`src/rtl/tmr16_pkg.sv`:
```
package tmr16_pkg;

  typedef enum logic [1:0] {
    MODE_TIMER = 2'd0,
    MODE_PULSE = 2'd1,
    MODE_EVENT = 2'd2,
    MODE_WIDTH = 2'd3
  } tmr_mode_e;

  // Control register layout, bit 4 down to bit 0
  typedef struct packed {
    logic      latch_only;  // 1: high-byte write updates only the reload register
    logic      halt;        // 1: counting frozen
    logic      edge_sel;    // 0: rising edge / high level, 1: falling edge / low level
    tmr_mode_e mode;
  } tmr_ctl_t;

  localparam int CTL_W = $bits(tmr_ctl_t);

  localparam int SEL_LO  = 0;
  localparam int SEL_HI  = 1;
  localparam int SEL_CTL = 2;

endpackage

```
`src/rtl/tmr16_sync_edge.sv`:
```
module tmr16_sync_edge #(
  parameter int STAGES = 2
) (
  input  logic clk,
  input  logic rst,
  input  logic din,
  output logic level,
  output logic prev
);
  logic [STAGES:0] sh;

  always_ff @(posedge clk) begin
    if (rst) sh <= '0;
    else     sh <= {sh[STAGES-1:0], din};
  end

  assign level = sh[STAGES-1];
  assign prev  = sh[STAGES];
endmodule

```
`src/rtl/tmr16_regs.sv`:
```
module tmr16_regs
  import tmr16_pkg::*;
#(
  parameter int BUS_W  = 8,
  parameter int ADDR_W = 2,
  localparam int CNT_W = 2 * BUS_W
) (
  input  logic              clk,
  input  logic              rst,
  input  logic              wr_en,
  input  logic              rd_en,
  input  logic [ADDR_W-1:0] addr,
  input  logic [BUS_W-1:0]  wdata,
  input  logic [CNT_W-1:0]  count,
  output tmr_ctl_t          ctl,
  output logic [CNT_W-1:0]  latch,
  output logic              load,
  output logic [CNT_W-1:0]  load_val,
  output logic [BUS_W-1:0]  rdata
);
  logic [BUS_W-1:0] lo_buf;
  logic [BUS_W-1:0] lo_snap;
  logic hit_lo, hit_hi, hit_ctl;

  assign hit_lo  = (addr == ADDR_W'(SEL_LO));
  assign hit_hi  = (addr == ADDR_W'(SEL_HI));
  assign hit_ctl = (addr == ADDR_W'(SEL_CTL));

  assign load_val = {wdata, lo_buf};
  assign load     = wr_en & hit_hi & ~ctl.latch_only;

  always_ff @(posedge clk) begin
    if (rst) begin
      lo_buf  <= '0;
      lo_snap <= '0;
      latch   <= '1;
      ctl     <= '0;
      rdata   <= '0;
    end else begin
      if (wr_en && hit_lo)  lo_buf <= wdata;
      if (wr_en && hit_hi)  latch  <= {wdata, lo_buf};
      if (wr_en && hit_ctl) ctl    <= tmr_ctl_t'(wdata[CTL_W-1:0]);
      if (rd_en) begin
        if (hit_lo) begin
          rdata <= lo_snap;
        end else if (hit_hi) begin
          rdata   <= count[CNT_W-1:BUS_W];
          lo_snap <= count[BUS_W-1:0];
        end else if (hit_ctl) begin
          rdata <= {{(BUS_W-CTL_W){1'b0}}, ctl};
        end else begin
          rdata <= '0;
        end
      end
    end
  end
endmodule

```
`src/rtl/tmr16_core.sv`:
```
module tmr16_core
  import tmr16_pkg::*;
#(
  parameter int CNT_W = 16
) (
  input  logic             clk,
  input  logic             rst,
  input  logic             tick,
  input  logic             load,
  input  logic [CNT_W-1:0] load_val,
  input  logic [CNT_W-1:0] latch,
  input  tmr_mode_e        mode,
  input  logic             close_edge,
  input  logic             irq_clr,
  output logic [CNT_W-1:0] count,
  output logic             underflow,
  output logic             irq,
  output logic             pulse_out,
  output logic             pulse_oe
);
  logic irq_set;

  assign underflow = tick & ~load & (count == '0);
  assign irq_set   = (underflow & (mode != MODE_WIDTH)) | close_edge;

  always_ff @(posedge clk) begin
    if (rst) begin
      count     <= '1;
      irq       <= 1'b0;
      pulse_out <= 1'b0;
      pulse_oe  <= 1'b0;
    end else begin
      if (load)           count <= load_val;
      else if (underflow) count <= latch;
      else if (tick)      count <= count - CNT_W'(1);

      if (irq_set)      irq <= 1'b1;
      else if (irq_clr) irq <= 1'b0;

      if (underflow && mode == MODE_PULSE) pulse_out <= ~pulse_out;
      pulse_oe <= (mode == MODE_PULSE);
    end
  end
endmodule

```
`src/rtl/tmr16_reload.sv`:
```
module tmr16_reload
  import tmr16_pkg::*;
#(
  parameter int BUS_W       = 8,
  parameter int ADDR_W      = 2,
  parameter int SYNC_STAGES = 2
) (
  input  logic              clk,
  input  logic              rst,
  input  logic              cnt_en,
  input  logic              ext_in,
  input  logic              wr_en,
  input  logic              rd_en,
  input  logic [ADDR_W-1:0] addr,
  input  logic [BUS_W-1:0]  wdata,
  output logic [BUS_W-1:0]  rdata,
  input  logic              irq_clr,
  output logic              irq,
  output logic              pulse_out,
  output logic              pulse_oe
);
  localparam int CNT_W = 2 * BUS_W;

  tmr_ctl_t         ctl;
  tmr_mode_e        mode_w;
  logic             halt_w;
  logic [CNT_W-1:0] count, latch, load_val;
  logic             load, tick, raw_tick, underflow, close_edge;
  logic             ext_lvl, ext_prev, act_now, act_prev;

  assign mode_w = ctl.mode;
  assign halt_w = ctl.halt;

  tmr16_sync_edge #(.STAGES(SYNC_STAGES)) u_sync (
    .clk(clk), .rst(rst), .din(ext_in), .level(ext_lvl), .prev(ext_prev)
  );

  tmr16_regs #(.BUS_W(BUS_W), .ADDR_W(ADDR_W)) u_regs (
    .clk(clk), .rst(rst), .wr_en(wr_en), .rd_en(rd_en), .addr(addr),
    .wdata(wdata), .count(count), .ctl(ctl), .latch(latch),
    .load(load), .load_val(load_val), .rdata(rdata)
  );

  // selected level: high when edge_sel is 0, low when it is 1
  assign act_now    = ext_lvl ^ ctl.edge_sel;
  assign act_prev   = ext_prev ^ ctl.edge_sel;
  assign close_edge = (mode_w == MODE_WIDTH) & act_prev & ~act_now;

  always_comb begin
    unique case (mode_w)
      MODE_EVENT: raw_tick = act_now & ~act_prev;
      MODE_WIDTH: raw_tick = cnt_en & act_now;
      default:    raw_tick = cnt_en;
    endcase
  end
  assign tick = raw_tick & ~halt_w;

  tmr16_core #(.CNT_W(CNT_W)) u_core (
    .clk(clk), .rst(rst), .tick(tick), .load(load), .load_val(load_val),
    .latch(latch), .mode(mode_w), .close_edge(close_edge), .irq_clr(irq_clr),
    .count(count), .underflow(underflow), .irq(irq),
    .pulse_out(pulse_out), .pulse_oe(pulse_oe)
  );
endmodule

```
`config.mk`:
```
export PLATFORM = sky130hd
export DESIGN_NAME = tmr16_reload
export DESIGN_NICKNAME = d
export VERILOG_FILES = /design/src/rtl/tmr16_pkg.sv /design/src/rtl/tmr16_sync_edge.sv /design/src/rtl/tmr16_regs.sv /design/src/rtl/tmr16_core.sv /design/src/rtl/tmr16_reload.sv
export SDC_FILE = /design/constraint.sdc
export NUM_CORES = 1
export LEC_CHECK = 0
export BUFFER_PORTS_ARGS = -buffer_cell sky130_fd_sc_hd__buf_2
export CORE_MARGIN = 4
export CORE_UTILIZATION = 45
export CTS_CLUSTER_SIZE = 14
export DETAILED_ROUTE_END_ITERATION = 10
export HOLD_SLACK_MARGIN = 0.02
export PLACE_DENSITY = 0.66
export SLEW_MARGIN = 20
export SYNTH_ARGS = -nofsm -noshare
export SYNTH_HDL_FRONTEND = slang
export SYNTH_SLANG_ARGS = --single-unit
```
`constraint.sdc`:
```
create_clock -name clk -period 1.72 [get_ports clk]
set_input_delay 0.086 -clock clk [delete_from_list [all_inputs] [get_ports clk]]
set_output_delay 0.086 -clock clk [all_outputs]
set_load 0.05 [all_outputs]
```
==> out/results.txt <==
status: complete, but fails checks
failing checks: setup timing
detailed-placement wirelength estimate: 6.24 mm
first drt pass iteration count: 5
antenna violations before repair: 0
cell taking the most area after synthesis: dfxtp_1
max_cap viols: 0
worst hold path type: in2reg
most frequent cells in the layout: dfxtp_1 (64), buf_4 (47), nand2_1 (46), nor2_1 (46), nand3_1 (38)
WL/cell: 16.3 um
DRT antenna net count: 0
TritonCTS clock tree: done
vias in the first global route: 2,948
Reg area: 0.00135 mm^2
Final Cycle Share: 1.01
Worst Clk Skew: 0.00574 ns
all-layer global routing usage: 0.214
Layout area overhead: 25.5%
starting density of the core: 0.463
DR DRC count: 0
Startpoint Class: flip-flop
# H-tree levels: 3
commonest non-fill, non-tap cell in the layout: dfxtp_1
Slew Limit Fails: 0
number of synthesized flops with an enable pin: 0
via/cell ratio: 5.73
Final Core Density: 0.581
GP Congestion: 0.924
YS warnings: 0
Synth Net Count: 397
cells along the critical path: inv_2 > ha_4 > nor3b_4 > nand4b_1 > or2_4 > or4_1 > a21oi_1
CP max FO: 3
Tmin final: 1.74 ns
Clock Tree Buf Depth: 2
pwr dens: 890 mW/mm^2
critical path type: reg2reg
Worst-path clk slew: 0.07 ns
core area: 0.00676 mm^2
top area cells in the synthesized netlist: dfxtp_1 (43%), mux2i_1 (8.6%), nand3_1 (6.1%)
clk sinks: 67
largest stage delay on the critical path: 0.39 ns
Top Ports: 28
LEAKAGE: 1.71 nW
number of library cell types mapped by synthesis: 46
max_slew headroom: 0.629
async set-reset flop share out of synthesis: 0
Row Count: 30
CP endpoint kind: flip-flop
Yosys reg bits: 67
largest net degree at the start of global routing: 25
IO Port Bufs: 27
Worst-Skew Late Latency: 0.34 ns
die area: 0.00835 mm^2
area of the multi-input gates: 0.00171 mm^2
PnR worst setup slack: -0.0155 ns
worst path required time: 1.99 ns
RSZ-0062 raised after global routing: yes
pre-CTS setup slack: -0.00230 ns
synthesized area: 0.00313 mm^2
CP max-delay cell: or4_1
CTS root buf: clkbuf_8
routed vias: 3,023
Avg Inst Size Synth: 8.25 um^2
Post-synth top flop: dfxtp_1
Syn Inst Count: 379
Fin Setup TNS: -0.0155 ns
share of the synthesized area in the top cell type: 0.429
Die Wd: 91.4 um
Final Hold Fails: 0
DIE HEIGHT: 91.4 um
FILL cells: 629
Nets: 462
Worst EP arrival: 2.01 ns
first-pass GRT wire length: 14.2 mm
Max Freq: 576 MHz
Antenna diodes: 0
Worst-Margin Slew: 0.555 ns
endpoints failing setup: 1
Post-Route WL: 8.60 mm
peak supply drop: 493 uV
register area share after synthesis: 0.429
total global routing overflow: 0
share of cells above drive strength 1: 0.250
initial drt markers: 239
Inserted Clock Buffers: 9
-- kinds of logic (layout without fill, tap and decap cells) --
logic type | after synthesis | after routing | share of synthesized area
AND/OR/NAND/NOR | 173 | 173 | 0.265
AO/OA/AOI/OAI | 68 | 68 | 0.142
flip-flops | 67 | 67 | 0.429
buffers and inverters | 33 | 102 | 0.0444
multiplexers | 29 | 29 | 0.0936
XOR/XNOR | 8 | 8 | 0.0224
adder cells (fa/ha/maj) | 1 | 1 | 0.00400
-- per-stage QoR --
stage                     instances  instance area (um^2)  hold slack (ns)  power [mW]
final                           528                  3930           0.0359        3.49
after global routing            528                  3930           0.0613        3.66
after CTS                       528                  3880           0.0266        3.50
after detailed placement        506                  3610            0.305        2.30
after global placement          506                  3610            0.294        2.28
after floorplan                 379                  3150            0.210        2.07
-- worst max-delay path: cells and delay by family, from the launching register on --
kind | cells | cell delay (ns)
buffers and inverters | 1 | 0.07
AOI/OAI and AO/OA | 1 | 0.14
DFF | 1 | 0.33
adders and majority gates | 1 | 0.13
and+or+nand+nor | 4 | 1.01
-- power by group --
| group | internal, mW | total (mW) | leakage, nW | switching (mW) |
|---|---|---|---|---|
| Clock | 0.629 | 1.19 | 0.0953 | 0.561 |
| Sequential | 1.64 | 1.71 | 0.550 | 0.0643 |
| Combinational | 0.259 | 0.595 | 1.06 | 0.335 |
| Total | 2.53 | 3.49 | 1.71 | 0.961 |
-- state kept, by name, indices dropped and copies added, names as in the netlist, 3 cells and up --
register,cells
u_core.count,16
u_regs.latch,16
u_regs.lo_buf,8
u_regs.lo_snap,8
u_regs.rdata,8
u_regs.ctl,5
u_sync.sh,3
-- cell usage after synthesis (all sizes together) (2+ instances only) --
master / count
a211o: 4
a211oi: 7
a21o: 5
a21oi: 23
a31oi: 5
buf: 8
clkbuf: 20
dfxtp: 67
inv: 4
mux2: 2
mux2i: 27
nand2: 47
nand2b: 3
nand3: 38
nand3b: 2
nand4b: 2
nor2: 46
nor2b: 6
nor3: 11
nor3b: 3
nor4: 4
o211ai: 3
o21ai: 8
o311ai: 3
o31ai: 3
o41ai: 2
or3: 4
or4: 4
xnor2: 7
-- per-layer routing --
layer,vias to the layer above,routed length (um),GRT usage
met5,-,0,0
li1,1466,-,-
met3,20,502,0.0348
met2,108,3890,0.337
met1,1429,3970,0.283
met4,0,231,0.107
-- repair_timing --
action,CTS,global route
setup buffers,2,0
gates resized for setup,9,13
setup endpoints to repair,9,16
hold endpoints to repair,6,0
pin swaps,2,1
hold buffers,5,0
cloned,0,0
-- layout make-up --
cell class                 instances  share of cell area
clock buffer                      13              0.0430
clock inverter                     2             0.00255
inverter                           5             0.00478
multi-input combinational        279               0.436
sequential                        67               0.343
tap                               80              0.0255
timing repair buffer              82               0.146
-- final timing paths --
path              depth (start not counted)               end            start  slack (ns)
hold / removal                            3   u_regs.latch[9]         wdata[1]        0.04
setup reg to reg                          7  u_core.pulse_out  u_core.count[0]       -0.02
setup / recovery                          7  u_core.pulse_out  u_core.count[0]       -0.02
hold reg to reg                           1      u_sync.sh[1]     u_sync.sh[0]        0.44
(Power assumes the default switching activity.)
